$ cat config.mk
export PLATFORM = sky130hd
export DESIGN_NAME = fifo_dma_req
export DESIGN_NICKNAME = d
export VERILOG_FILES = /design/src/rtl/fifo_dma_req.sv
export SDC_FILE = /design/constraint.sdc
export NUM_CORES = 1
export LEC_CHECK = 0
export ABC_AREA = 1
export ABC_CLOCK_PERIOD_IN_PS = 950
export BUFFER_PORTS_ARGS = -buffer_cell sky130_fd_sc_hd__buf_2
export CAP_MARGIN = 20
export CORE_AREA = 5 5 42 44
export CTS_BUF_LIST = sky130_fd_sc_hd__clkbuf_4 sky130_fd_sc_hd__clkbuf_8 sky130_fd_sc_hd__clkbuf_16
export DETAILED_ROUTE_END_ITERATION = 16
export DIE_AREA = 0 0 47 49
export PLACE_DENSITY = 0.37
export SKIP_LAST_GASP = 1
export SLEW_MARGIN = 20
export SYNTH_ARGS = -nofsm -noshare
export SYNTH_HDL_FRONTEND = slang
export SYNTH_SLANG_ARGS = --single-unit
$ cat constraint.sdc
create_clock -name clk -period 0.95 [get_ports clk]
set_input_delay 0 -clock clk [delete_from_list [all_inputs] [get_ports clk]]
set_output_delay 0 -clock clk [all_outputs]
set_load 0.02 [all_outputs]
$ cat src/rtl/fifo_dma_req.sv
module fifo_dma_req #(
  parameter int DEPTH    = 8,
  parameter int BURST_TH = 4,
  localparam int LVL_W   = $clog2(DEPTH + 1)
) (
  input  logic             clk,
  input  logic             rst_n,
  input  logic [LVL_W-1:0] rx_level,
  input  logic [LVL_W-1:0] tx_level,
  input  logic             rx_dma_en,
  input  logic             tx_dma_en,
  input  logic             rx_xfer_done,
  input  logic             tx_xfer_done,
  input  logic             ser_idle,
  input  logic             clr_rx_done,
  input  logic             clr_tx_done,
  output logic             rx_single_req,
  output logic             rx_burst_req,
  output logic             tx_single_req,
  output logic             tx_burst_req,
  output logic             rx_done_raw,
  output logic             tx_done_raw,
  output logic             eot_raw
);

  localparam logic [LVL_W-1:0] DEPTH_V = LVL_W'(DEPTH);
  localparam logic [LVL_W-1:0] BURST_V = LVL_W'(BURST_TH);

  logic [LVL_W-1:0] tx_free;
  assign tx_free = DEPTH_V - tx_level;

  assign rx_single_req = rx_dma_en && (rx_level != '0);
  assign rx_burst_req  = rx_dma_en && (rx_level >= BURST_V);
  assign tx_single_req = tx_dma_en && (tx_free != '0);
  assign tx_burst_req  = tx_dma_en && (tx_free >= BURST_V);

  always_ff @(posedge clk or negedge rst_n) begin
    if (!rst_n) begin
      rx_done_raw <= 1'b0;
      tx_done_raw <= 1'b0;
      eot_raw     <= 1'b0;
    end else begin
      if (rx_xfer_done)                   rx_done_raw <= 1'b1;
      else if (clr_rx_done)               rx_done_raw <= 1'b0;
      if (tx_xfer_done)                   tx_done_raw <= 1'b1;
      else if (clr_tx_done && !tx_dma_en) tx_done_raw <= 1'b0;
      eot_raw <= (tx_level == '0) && ser_idle;
    end
  end

endmodule


== Yosys cells after proc, flatten, opt, wreduce, memory -nomap -nowiden ==
Cells that the tools add are included.
Widths: inputs -> output; s select.

* Add/subtract/negate cells: 1
* $lt $le $gt $ge: 2
* Multiplexer cells: 4
* Reductions and logical operators: 12

{| class="wikitable"
|+ Operator list
! operator !! count
|-
| $ge 4x3->1 const B || 2
|-
| $reduce_bool 4->1 || 2
|-
| $logic_and 1x1->1 || 6
|-
| $logic_not 4->1 || 1
|-
| $mux 1 || 4
|-
| $reduce_bool 2->1 || 2
|-
| $sub 4x4->4 const A || 1
|-
| $logic_not 1->1 || 1
|}

* Register bits after elaboration: 3
* Input bits: 17
* Output and inout bits: 7
* Logic and storage cells: 22

== Depth between registers and ports, before layout ==
* Depth in word-level cells: 4
* Gate-level depth with buffers: 4
* Gate-level depth less buffers: 4

== Least setup slack after synthesis ==
OpenSTA, ideal clock, no wires.

* Kind: register to register
* Start: register tx_done_raw (netlist name)
* End: register tx_done_raw
* Library setup time: 123 ps
* Arrival time: 577 ps
* Data required time: 827 ps
* Path slack: 250 ps
* Cell stages (with the launch flop): 3
* Buffers on the path: 0
* Clock period less this slack: 700 ps
* Path through: dfrtp_1 o21ai_0 nand2_1

{| class="wikitable"
|+ RTL lines
! item !! RTL line !! source
|-
| end signal: assignment || 40 || <nowiki>tx_done_raw <= 1'b0;</nowiki>
|-
| end signal: assignment || 45 || <nowiki>if (tx_xfer_done) tx_done_raw <= 1'b1;</nowiki>
|-
| end signal: assignment || 46 || <nowiki>else if (clr_tx_done && !tx_dma_en) tx_done_raw <= 1'b0;</nowiki>
|-
| end: declaration || 22 || <nowiki>output logic tx_done_raw,</nowiki>
|}

== Worst setup path after layout ==
* Start: register tx_done_raw
* End: output tx_done_raw

No word-level cell between the ends.

==> impl_metrics.csv <==
group,metric,value,unit
sta,whs,7.721,ps
power_and_ir_drop,finalPower,0.5045,mW
final_layout,n_antenna_cell,0,
die,die_h,49,µm
global_route,grt_pass1_vias,233,
yosys,synth.distinct_cells,12,
clock_network,cts_tree,"yes",
final_layout,n_fill_cell,167,
clock_network,cts_resized,0,
power_and_ir_drop,power_frac_comb,22.7,%
final_layout,final_layout_size_suffix_gt1_share,50.91,%
clock_network,cts_buffer_depth,2,
drt,firstDrtPassIters,2,
power_and_ir_drop,leakagePower,0.2349,nW
clock_network,path_clk_slew,40,ps
setup_path,cp.buffers_inverters,1,
setup_path,end_kind,"output pin",
min_path,hp-class,"in -> reg",
place,dp_hpwl,480.1,µm
clock_network,htreeDepth,1,
power_and_ir_drop,clkPwrFrac,50.1,%
drt,avgViaCountPerCell,3.493,
sta,tns,0,ps
yosys,synth_top_family_by_area,"simple AND/OR/NAND/NOR gates",
sta,post-route-period-util,79.09,%
die,core_area,0.001401,mm²
drt,drcViolationCount,0,
yosys,synth_area,170.2,µm²
yosys,avgSynthCellArea,7.090,µm²
power_and_ir_drop,p_seq_share,27.2,%
setup_path,critPathMaxStageDelay,360,ps
yosys,yosys.area.top_type_share,44.12,%
yosys,synth-edff-count,0,
sta,final.setup.worst_slack,198.6,ps
global_route,grt_pass1_wl,793,µm
setup_path,r2r_cells,2,
min_path,whs_path_depth,3,
power_and_ir_drop,p_per_area,1344,mW/mm²
yosys,synth.area.top_cells,"dfrtp_1 (44%), inv_1 (18%), nor2_1 (6.6%), nand2_1 (4.4%), o21bai_1 (4.4%)",
yosys,synth-simple-area-share,24.26,%
power_and_ir_drop,swShare,25.16,%
setup_path,path_depth,1,
place,place.gp.congestion,0.5789,
final_layout,regArea,75.07,µm²
yosys,synthMuxAreaShare,0,%
yosys,synth_fp_nets,41,
global_route,grt_max_degree,4,
setup_path,cp_cell_sequence,"buf_2",
global_route,grt_usage,5.007,%
drt,postRouteAntennaNets,0,
run_status,outcome,"finished clean",
final_layout,area_delta_synth_final,120.6,%
clock_network,hold_buffers,4,
yosys,ys_seq_elements,3,
setup_path,critPathKind,"reg -> out",
setup_path,required,950,ps
sta,relSlewSlack,89.85,%
clock_network,clkSinkCount,3,
setup_path,critPathLaunchType,"register",
global_route,antenna_found_initial,0,
sta,slew_violations,0,
sta,worst-slew-pin-transition,151.1,ps
clock_network,root_buffer,"clkbuf_4",
power_and_ir_drop,internal_power,0.3776,mW
power_and_ir_drop,vdd_drop_max,0.5900,mV
yosys,syn_inst,24,
setup_path,critPathTopFamily,"flip-flops",
yosys,yosys.area.top_type,"dfrtp_1",
yosys,yosysMostFrequentCell,"inv_1",
drt,wl_per_cell,8.070,µm
sta,fmax,1331,MHz
yosys,ys_warn_count,0,
sta,hold_viol,0,
power_and_ir_drop,switching_power,0.1269,mW
die,io_pins,24,
drt,via_count,248,
yosys,synth_top_cells_by_count,"inv_1 (8), dfrtp_1 (3), nor2_1 (3)",
die,rows,14,
setup_path,crit_fanout,2,
die,die_x,47,µm
final_layout,multi_input_area,65.06,µm²
sta,finalSetupViolCount,0,
sta,rsz0062_at_grt,"false",
drt,drt_iter0_markers,5,
setup_path,cp_data_arrival_time,750,ps
global_route,grt-ovfl-total,0,
setup_path,cpMaxStageDelayCell,"dfrtp_1",
yosys,synth_fa_ha_area_share,0,%
clock_network,postCtsSetupRepairBufs,0,
place,port_buffers,23,
yosys,seq_area_frac_synth,44.12,%
clock_network,clk_latency,230,ps
clock_network,numCtsBuffers,3,
yosys,synthXorXnorAreaFrac,0,%
die,start_util,12.14,%
sta,period_needed,751.4,ps
die,die_area,0.002303,mm²
final_layout,fin_util,26.79,%
place,dp_slack,342.3,ps
job,maxCapViolCount,0,
final_layout,nNetsFinal,73,
sta,fin_skew,0,ps
yosys,synthFlopType,"dfrtp_1",
drt,drt-total-wl,573,µm
yosys,synth_compound_area_share,13.97,%
yosys,synthArstFlopShare,100.0,%
-- state kept, by name (all words and copies together), names as in the netlist --
register	cells
eot_raw	1
rx_done_raw	1
tx_done_raw	1
-- power groups by stage --
stage | sequential (mW) | combinational [mW] | clock, mW
6_report | 0.137 | 0.114 | 0.253
5_1_grt | 0.138 | 0.128 | 0.278
4_1_cts | 0.137 | 0.116 | 0.266
3_5_place_dp | 0.139 | 0.104 | 0
3_3_place_gp | 0.139 | 0.104 | 0
2_1_floorplan | 0.147 | 0.0393 | 0
-- through the flow --
step	std cells	area (µm²)
2_1_floorplan	24	170.2
3_3_place_gp	63	305.3
3_5_place_dp	63	305.3
4_1_cts	71	375.4
5_1_grt	71	375.4
6_report	71	375.4
-- worst paths after layout --
path	endpoint	slack (ps)	start
worst max-delay path	tx_done_raw	200	tx_done_raw
min in group asynchronous	eot_raw	90	rst_n
max in group asynchronous	rx_done_raw	740	rst_n
worst min-delay path	tx_done_raw	8	tx_dma_en
worst min register to register	tx_done_raw	480	tx_done_raw
worst max register to register	tx_done_raw	350	tx_done_raw
-- cell type report --
type | instances | area share [%]
repair buffers | 27 | 41.33
multi-input cells | 13 | 17.33
inverters | 8 | 8.000
well taps | 16 | 5.333
clock buffers | 4 | 8.000
flip-flops and latches | 3 | 20.00
-- kinds of logic (layout without fill, tap and decap cells) --
family          Yosys count  in the layout
compound gates            4              4
buf+inv                   8             39
flops                     3              3
simple gates              9              9
-- per-layer routing --
metal | up-vias | routed length, µm | GRT usage (%)
li1 | 133 | - | -
met1 | 103 | 242 | 5.519
met2 | 12 | 264 | 7.014
met3 | 0 | 67 | 4.428
met4 | 0 | 0 | 1.382
met5 | - | 0 | 0
-- tightest hold or removal path, stage by stage --
cell     delay (ps)
buf_2            80
o21ai_0          70
nand2_1          50
-- cells in the final DEF, fill, tap and decap left out --
cell | Yosys | final
buf_2 | 0 | 23
inv_1 | 8 | 8
clkbuf_4 | 0 | 4
dlygate4sd3_1 | 0 | 4
nor2_1 | 3 | 3
dfrtp_1 | 3 | 3
nand2_1 | 2 | 2
nor2_2 | 1 | 1
and3_1 | 1 | 1
a31oi_1 | 1 | 1
a21oi_1 | 1 | 1
nand3_1 | 1 | 1
nor3_1 | 1 | 1
o21ai_0 | 1 | 1
o21bai_1 | 1 | 1
Note: power is estimated with default switching activity, not from simulation.
